==> src/rtl/walk_pkg.sv <==
package walk_pkg;
    typedef enum logic [2:0] {
        S_IDLE,
        S_READ_L1,
        S_WAIT_L1,
        S_READ_L2,
        S_WAIT_L2,
        S_DONE
    } walk_state_e;
endpackage

==> src/rtl/walk_basereg.sv <==
module walk_basereg #(
    parameter int AW = 32
) (
    input  logic          clk,
    input  logic          rst_n,
    input  logic          idle,
    input  logic          we,
    input  logic [AW-1:0] wdata,
    output logic [AW-1:0] base_q
);
    always_ff @(posedge clk) begin
        if (!rst_n)
            base_q <= '0;
        else if (we && idle)
            base_q <= wdata;
    end

    // the base cannot move while a walk is running
    a_r10_base_hold: assert property (@(posedge clk) disable iff (!rst_n)
        !idle |=> $stable(base_q));
endmodule

==> src/rtl/walk_addrgen.sv <==
module walk_addrgen
    import walk_pkg::*;
#(
    parameter int AW    = 32,
    parameter int VA_W  = 32,
    parameter int IDX_W = 10,
    parameter int OFF_W = 12,
    parameter int PTE_W = 32
) (
    input  walk_state_e          state,
    input  logic [AW-1:0]        base_q,
    input  logic [VA_W-1:0]      vaddr_q,
    input  logic [PTE_W-OFF_W-1:0] tbl_q,
    output logic [AW-1:0]        mem_addr
);
    localparam int TOP_W    = VA_W - OFF_W - IDX_W;
    localparam int ENTRY_SH = $clog2(PTE_W / 8);

    logic [TOP_W-1:0] idx_top;
    logic [IDX_W-1:0] idx_sec;
    logic [AW-1:0]    l1_addr;
    logic [AW-1:0]    l2_addr;

    assign idx_top = vaddr_q[VA_W-1 -: TOP_W];
    assign idx_sec = vaddr_q[OFF_W +: IDX_W];
    assign l1_addr = base_q + (AW'(idx_top) << ENTRY_SH);
    assign l2_addr = AW'({tbl_q, {OFF_W{1'b0}}}) + (AW'(idx_sec) << ENTRY_SH);

    always_comb begin
        mem_addr = l1_addr;
        if (state == S_READ_L2 || state == S_WAIT_L2)
            mem_addr = l2_addr;
    end
endmodule

==> src/rtl/walk_fsm.sv <==
module walk_fsm
    import walk_pkg::*;
#(
    parameter int VA_W  = 32,
    parameter int OFF_W = 12,
    parameter int PTE_W = 32
) (
    input  logic                   clk,
    input  logic                   rst_n,
    input  logic                   req_valid,
    input  logic [VA_W-1:0]        req_vaddr,
    input  logic                   mem_rvalid,
    input  logic [PTE_W-1:0]       mem_rdata,
    output walk_state_e            state,
    output logic [VA_W-1:0]        vaddr_q,
    output logic [PTE_W-OFF_W-1:0] tbl_q,
    output logic                   req_ready,
    output logic                   mem_req,
    output logic                   rsp_done,
    output logic [PTE_W-1:0]       rsp_paddr,
    output logic                   rsp_fault,
    output logic                   rsp_flvl
);
    localparam int FRM_W = PTE_W - OFF_W;

    walk_state_e nxt;
    logic        present;

    assign present = mem_rdata[0];

    // state register
    always_ff @(posedge clk) begin
        if (!rst_n) state <= S_IDLE;
        else        state <= nxt;
    end

    always_comb begin
        nxt = state;
        unique case (state)
            S_IDLE:    if (req_valid) nxt = S_READ_L1;
            S_READ_L1: nxt = S_WAIT_L1;
            S_WAIT_L1: if (mem_rvalid) nxt = present ? S_READ_L2 : S_DONE;
            S_READ_L2: nxt = S_WAIT_L2;
            S_WAIT_L2: if (mem_rvalid) nxt = S_DONE;
            S_DONE:    nxt = S_IDLE;
            default:   nxt = S_IDLE;
        endcase
    end

    // captured walk data and result
    always_ff @(posedge clk) begin
        if (!rst_n) begin
            vaddr_q   <= '0;
            tbl_q     <= '0;
            rsp_paddr <= '0;
            rsp_fault <= 1'b0;
            rsp_flvl  <= 1'b0;
        end else begin
            unique case (state)
                S_IDLE: if (req_valid) vaddr_q <= req_vaddr;
                S_WAIT_L1: if (mem_rvalid) begin
                    if (present) begin
                        tbl_q <= mem_rdata[PTE_W-1 -: FRM_W];
                    end else begin
                        rsp_paddr <= '0;
                        rsp_fault <= 1'b1;
                        rsp_flvl  <= 1'b0;
                    end
                end
                S_WAIT_L2: if (mem_rvalid) begin
                    rsp_flvl <= 1'b1;
                    if (present) begin
                        rsp_paddr <= {mem_rdata[PTE_W-1 -: FRM_W], vaddr_q[OFF_W-1:0]};
                        rsp_fault <= 1'b0;
                        rsp_flvl  <= 1'b0;
                    end else begin
                        rsp_paddr <= '0;
                        rsp_fault <= 1'b1;
                    end
                end
                default: ;
            endcase
        end
    end

    // outputs
    always_comb begin
        req_ready = (state == S_IDLE);
        mem_req   = (state == S_READ_L1) || (state == S_READ_L2);
        rsp_done  = (state == S_DONE);
    end

    a_r2_req_pulse: assert property (@(posedge clk) disable iff (!rst_n)
        mem_req |=> !mem_req);
    a_r8_done_pulse: assert property (@(posedge clk) disable iff (!rst_n)
        rsp_done |=> (!rsp_done && req_ready));
    a_r7_wait_hold: assert property (@(posedge clk) disable iff (!rst_n)
        (state == S_WAIT_L1 && !mem_rvalid) |=> state == S_WAIT_L1);
    a_r6_fault_zero_pa: assert property (@(posedge clk) disable iff (!rst_n)
        (rsp_done && rsp_fault) |-> rsp_paddr == '0);
    a_r9_vaddr_hold: assert property (@(posedge clk) disable iff (!rst_n)
        !req_ready |=> $stable(vaddr_q));
    a_r11_l2_after_l1: assert property (@(posedge clk) disable iff (!rst_n)
        (state == S_READ_L2) |-> $past(state) == S_WAIT_L1);
endmodule

==> src/rtl/pt_walker.sv <==
module pt_walker
    import walk_pkg::*;
#(
    parameter int VA_W  = 32,
    parameter int IDX_W = 10,
    parameter int OFF_W = 12,
    parameter int PTE_W = 32
) (
    input  logic             clk,
    input  logic             rst_n,
    input  logic             base_we,
    input  logic [PTE_W-1:0] base_wdata,
    input  logic             req_valid,
    input  logic [VA_W-1:0]  req_vaddr,
    output logic             req_ready,
    output logic             mem_req,
    output logic [PTE_W-1:0] mem_addr,
    input  logic             mem_rvalid,
    input  logic [PTE_W-1:0] mem_rdata,
    output logic             rsp_done,
    output logic [PTE_W-1:0] rsp_paddr,
    output logic             rsp_fault,
    output logic             rsp_flvl
);
    localparam int FRM_W = PTE_W - OFF_W;

    walk_state_e      state;
    logic [VA_W-1:0]  vaddr_q;
    logic [FRM_W-1:0] tbl_q;
    logic [PTE_W-1:0] base_q;

    walk_basereg #(.AW(PTE_W)) u_base (
        .clk    (clk),
        .rst_n  (rst_n),
        .idle   (req_ready),
        .we     (base_we),
        .wdata  (base_wdata),
        .base_q (base_q)
    );

    walk_fsm #(.VA_W(VA_W), .OFF_W(OFF_W), .PTE_W(PTE_W)) u_fsm (
        .clk        (clk),
        .rst_n      (rst_n),
        .req_valid  (req_valid),
        .req_vaddr  (req_vaddr),
        .mem_rvalid (mem_rvalid),
        .mem_rdata  (mem_rdata),
        .state      (state),
        .vaddr_q    (vaddr_q),
        .tbl_q      (tbl_q),
        .req_ready  (req_ready),
        .mem_req    (mem_req),
        .rsp_done   (rsp_done),
        .rsp_paddr  (rsp_paddr),
        .rsp_fault  (rsp_fault),
        .rsp_flvl   (rsp_flvl)
    );

    walk_addrgen #(.AW(PTE_W), .VA_W(VA_W), .IDX_W(IDX_W), .OFF_W(OFF_W), .PTE_W(PTE_W)) u_addr (
        .state    (state),
        .base_q   (base_q),
        .vaddr_q  (vaddr_q),
        .tbl_q    (tbl_q),
        .mem_addr (mem_addr)
    );
endmodule

==> config.mk <==
export PLATFORM = sky130hd
export DESIGN_NAME = pt_walker
export DESIGN_NICKNAME = d
export VERILOG_FILES = /design/src/rtl/walk_pkg.sv /design/src/rtl/walk_basereg.sv /design/src/rtl/walk_addrgen.sv /design/src/rtl/walk_fsm.sv /design/src/rtl/pt_walker.sv
export SDC_FILE = /design/constraint.sdc
export NUM_CORES = 1
export LEC_CHECK = 0
export CAP_MARGIN = 10
export CELL_PAD_IN_SITES_DETAIL_PLACEMENT = 0
export CELL_PAD_IN_SITES_GLOBAL_PLACEMENT = 2
export CORE_ASPECT_RATIO = 1.2
export CORE_MARGIN = 4
export CORE_UTILIZATION = 38
export CTS_BUF_LIST = sky130_fd_sc_hd__clkbuf_4 sky130_fd_sc_hd__clkbuf_8 sky130_fd_sc_hd__clkbuf_16
export CTS_CLUSTER_DIAMETER = 150
export CTS_CLUSTER_SIZE = 28
export DETAILED_ROUTE_END_ITERATION = 8
export DONT_BUFFER_PORTS = 1
export PLACE_DENSITY_LB_ADDON = 0.1
export SKIP_CTS_REPAIR_TIMING = 1
export SYNTH_ARGS = -nofsm -noshare
export SYNTH_HDL_FRONTEND = slang
export SYNTH_SLANG_ARGS = --single-unit
==> constraint.sdc <==
create_clock -name clk -period 6.4 [get_ports clk]
set_input_delay 0.32 -clock clk [delete_from_list [all_inputs] [get_ports clk]]
set_output_delay 0.32 -clock clk [all_outputs]
set_load 0.02 [all_outputs]
# Yosys cells after proc, flatten, opt, wreduce, memory -nomap -nowiden
# Index checks and enable logic that the tools add are counted.
# W data, S select, Z words.
[word_totals] register_bits=121 output_inout_bits=69 word_cells=46 inputBits=101
[classes] n_reduce_logical=9 addsub=2 muxes=19 eq_ne=9
[ops] cell="$mux W32" count=5
[ops] cell="$add A32 B12 Y32" count=2
[ops] cell="$pmux W32 S2" count=1
[ops] cell="$pmux W3 S5" count=1
[ops] cell="$mux W3" count=4
[ops] cell="$ne A2 B2 Y1 const B" count=4
[ops] cell="$eq A3 B2 Y1 const B" count=2
[ops] cell="$eq A3 B3 Y1 const B" count=2
[ops] cell="$mux W1" count=6
[ops] cell="$reduce_and A3 Y1" count=2
[ops] cell="$pmux W1 S2" count=2
[ops] cell="$reduce_and A4 Y1" count=1
[ops] cell="$eq A3 B1 Y1 const B" count=1
[ops] cell="$logic_not A3 Y1" count=1
[ops] cell="$logic_or A1 B1 Y1" count=2
[ops] cell="$reduce_and A2 Y1" count=1
[ops] cell="$reduce_bool A2 Y1" count=1
[ops] cell="$logic_and A1 B1 Y1" count=1

# Depth between registers and ports, before layout
[logic_depth] depth_word=3 ltp_mapped=9 ltp_nobuf=8

# Modules after synthesis
# Synthesis repeated with hierarchy kept, for this count alone.
[hier_totals] cells_unflattened=686 hier_area_um2=5948.2
[by_module_without_submodules] mod="walk_fsm" n_inst=1 seq_area_each_um2=1781.7 cells_per_inst=348 area_each_um2=3389.5
[by_module_without_submodules] mod="walk_basereg" n_inst=1 seq_area_each_um2=640.6 cells_per_inst=147 area_each_um2=1383.8
[by_module_without_submodules] mod="walk_addrgen" n_inst=1 seq_area_each_um2=0.0 cells_per_inst=191 area_each_um2=1174.9

# Worst setup path before layout
# OpenSTA, ideal clock, no wires.
[synth_path] kind="register to output" from="register u_base.base_q[2]" to="output mem_addr[14]" n_path_buf=1 arrival_time_ns=2.366 slack_ns=3.714 t_required_ns=6.080 stages_incl_launch_ff=10 path_cell_list="dfxtp_1 ha_1 fa_1 a211oi_2 o21bai_2 o22ai_2 o22a_4 buf_4 xor2_1 o21ai_0"
[synth_between] elab_chain_cells=2
[synth_lines] item="start, declared" line_no="walk_basereg.sv:9" text="output logic [AW-1:0] base_q"
[synth_lines] item="start signal, assigned" line_no="walk_basereg.sv:15" text="base_q <= wdata;"
[synth_lines] item="$add A32 B12 Y32" line_no="walk_addrgen.sv:26" text="assign l1_addr = base_q + (AW'(idx_top) << ENTRY_SH);"
[synth_lines] item="$mux W32" line_no="walk_addrgen.sv:31" text="if (state == S_READ_L2 || state == S_WAIT_L2)"
[synth_lines] item="end, declared" line_no="pt_walker.sv:17" text="output logic [PTE_W-1:0] mem_addr,"
# Every way passes these cells.

# Worst setup path after layout
# Ends and elaborated chain as after synthesis.

==> results_dict.tcl <==
set metrics [dict create \
    ant_nets 0 \
    synth_largest_area_cell "sky130_fd_sc_hd__dfxtp_1" \
    std_cell_rows 49 \
    r2r_setup_slack_ns 4.25 \
    drt-total-wl_um 16200 \
    start_util_pct 38.6 \
    final_cell_area_um2 6510 \
    hold_path.class "primary input to flip-flop" \
    worst_setup_path_start_kind "flip-flop" \
    ys.flop_type "sky130_fd_sc_hd__dfxtp_1" \
    skew_ns 0.00561 \
    detailed_place.area_um2 5880 \
    post_synth_main_area_contributors "sky130_fd_sc_hd__dfxtp_1, sky130_fd_sc_hd__nand2_1, sky130_fd_sc_hd__a21boi_0" \
    max-cap-violations 0 \
    floorplan.die.width_um 121 \
    synthToLayoutAreaGrowth_pct 12.7 \
    worst_setup_hold_path_clk_slew_ns 0.06 \
    syn-num-nets 828 \
    cts.sink_count 121 \
    r2r-start "u_fsm.state[2]$_SDFFE_PN0P_" \
    routed-via-count 4787 \
    gr-usage-all-layers_pct 18.8 \
    place_worst_setup_slack_ns 3.39 \
    clock_tree.root_cell "sky130_fd_sc_hd__clkbuf_16" \
    cpLargestDelayFamily "compound AO/OA/AOI/OAI gates" \
    synth_top_area_share_pct 41.9 \
    post_synth_num_cell_types 56 \
    first_global_vias 4668 \
    hold_viol_final 0 \
    die_height_um 143 \
    status "complete, no violations" \
    maxClockFrequency_mhz 291 \
    timing.critical_path.buf_inv 0 \
    grt_first_pass_wirelength_um 25500 \
    timing.critical_path.slowest_stage_cell "sky130_fd_sc_hd__o21ai_0" \
    wl_per_cell_um 17.8 \
    insertedDiodeCount 0 \
    grt_start_max_net_pins 121 \
    slew_headroom_pct 24.7 \
    clkLatencyLatePin_ns 0.42 \
    postSynthRegisterBits 121 \
    buffer_ports.inserted 0 \
    drive_gt1_share_pct 7.23 \
    worst_pin_slew_ns 1.13 \
    worstSetupEndpointType "output pin" \
    cp_data_required_time_ns 6.08 \
    layout_min_cycle_time_ns 3.44 \
    core_region_area_um2 15000 \
    finish.net_count 804 \
    dp_hpwl_um 11200 \
    total_leakage_power_nw 2.29 \
    finalSetupViolations 0 \
    vias_per_cell 5.27 \
    die_area_um2 17300 \
    synthesis.area_um2 5780 \
    max-clock-path-buffers 2 \
    finish.utilization_pct 43.5 \
    dr.first_iter.drc_count 227 \
    synth-async-reset-ratio_pct 0 \
    crit_path_max_fanout 17 \
    top_level_ports 170 \
    mostFrequentLayoutCell "sky130_fd_sc_hd__nand2_1" \
    drv_slew 0 \
    reg_to_reg_endpoint "u_base.base_q[31]$_SDFFE_PN0P_" \
    criticalPathCategory "flip-flop to output pin" \
    setup_repair_after_global_routing_missed_its_margin "no" \
    beginning_of_the_worst_hold_path "base_wdata[18]" \
    h-tree-depth 4 \
    share_of_synthesized_area_occupied_by_flip_flops_and_latches_pct 41.9 \
    max-vdd-ir-drop_mv 0.164 \
    drc_errors 0 \
    cts_tree "yes" \
    drtPass1Iterations 4 \
    gp_congestion 0.856 \
    finalSetupTns_ns 0 \
    delay_of_the_slowest_cell_on_the_worst_path_ns 0.61 \
    crit_arrival_ns 3.12 \
    grt_antenna_before_repair 0 \
    number_of_flops_mapped_to_enable_cells_by_yosys 0 \
    period_share_pct 53.7 \
    grt_remaining_overflow 0 \
    hold-path-endpoint "u_base.base_q[18]$_SDFFE_PN0P_" \
    r2r.worst_path.cells 5 \
    numCtsBuffers 17 \
    pwr_density_cell_nw_per_um2 314 \
    final_hold_slack_ns 0.0319 \
    gate_count_of_the_mapped_netlist 716 \
    layout_common_cells "sky130_fd_sc_hd__nand2_1, sky130_fd_sc_hd__dfxtp_1, sky130_fd_sc_hd__a21boi_0" \
    setup_ws_ns 2.96 \
    ys.warnings.count 0 \
    timing.hold.worst_path_depth 2 \
    synth_area_per_cell_um2 8.07 \
    worstPathCellList "ha_1 > fa_1 > a211oi_2 > o21bai_2 > o22ai_2 > o22a_4 > xor2_1 > o21ai_0" \
]
cell families (layout without fill, tap and decap cells):
family	after synthesis	in the layout	share of synthesized area [%]
AND/OR/NAND/NOR	330	330	26.1
AO/OA/AOI/OAI	187	187	23.7
flip-flops	121	121	41.9
buffers and inverters	56	45	4.05
adder cells (fa/ha/maj)	11	11	2.51
XOR/XNOR	9	9	1.36
multiplexers	2	2	0.346
area by class of cell:
type / count / area (µm²)
Tap cell: 204 / 255
Clock inverter: 15 / 186
Timing Repair Buffer: 6 / 62.6
Clock buffer: 17 / 425
Sequential cell: 121 / 2420
Inverter: 7 / 26.3
Multi-Input combinational cell: 539 / 3140
Fill cell: 1561 / 8450
synth_stat cells, drive strengths merged, types with 12 or more instances:
cell type	count
nand2	216
dfxtp	121
a21boi	85
nor2b	35
clkbuf	34
a22oi	32
o21ai	22
nand3	20
a21oi	15
buf	15
nor2	12
registers in the layout (all words and copies together), names as in the netlist:
register,cells
u_base.base_q,32
u_fsm.rsp_paddr,32
u_fsm.vaddr_q,32
u_fsm.tbl_q,20
u_fsm.state,3
u_fsm.rsp_fault,1
u_fsm.rsp_flvl,1
metrics by stage:
step,power [mW],cells
after CTS,2.07,908
after detailed placement,1.06,876
after floorplan,1.01,716
final,2.04,909
after global routing,2.14,909
after global placement,1.06,876
where the power goes:
group          internal, mW  leakage, nW  switching [mW]
combinational        0.0675         1.00           0.152
sequential            0.789        0.985          0.0331
clock                 0.620        0.300           0.380
total                  1.48         2.29           0.565
routing by layer:
layer / GRT usage (%) / up-vias / share of wire [%]
met4: 5.55 / 0 / 0.88
li1: - / 2417 / -
met1: 25.6 / 2221 / 47
met5: 0 / - / 0
met3: 7.21 / 11 / 8.3
met2: 27.8 / 138 / 43
how the worst max path moves through the flow:
stage | end | start | slack, ns | cells after the start
floorplan | mem_addr[14] | u_base.base_q[2]$_SDFFE_PN0P_ | 3.71 | 9
global placement | mem_addr[14] | u_base.base_q[2]$_SDFFE_PN0P_ | 3.39 | 8
detailed placement | mem_addr[14] | u_base.base_q[2]$_SDFFE_PN0P_ | 3.39 | 8
CTS | mem_addr[14] | u_base.base_q[2]$_SDFFE_PN0P_ | 2.92 | 8
global route | mem_addr[14] | u_base.base_q[2]$_SDFFE_PN0P_ | 2.78 | 8
finish | mem_addr[14] | u_base.base_q[2]$_SDFFE_PN0P_ | 2.96 | 8
Note: power is estimated with default switching activity, not from simulation.
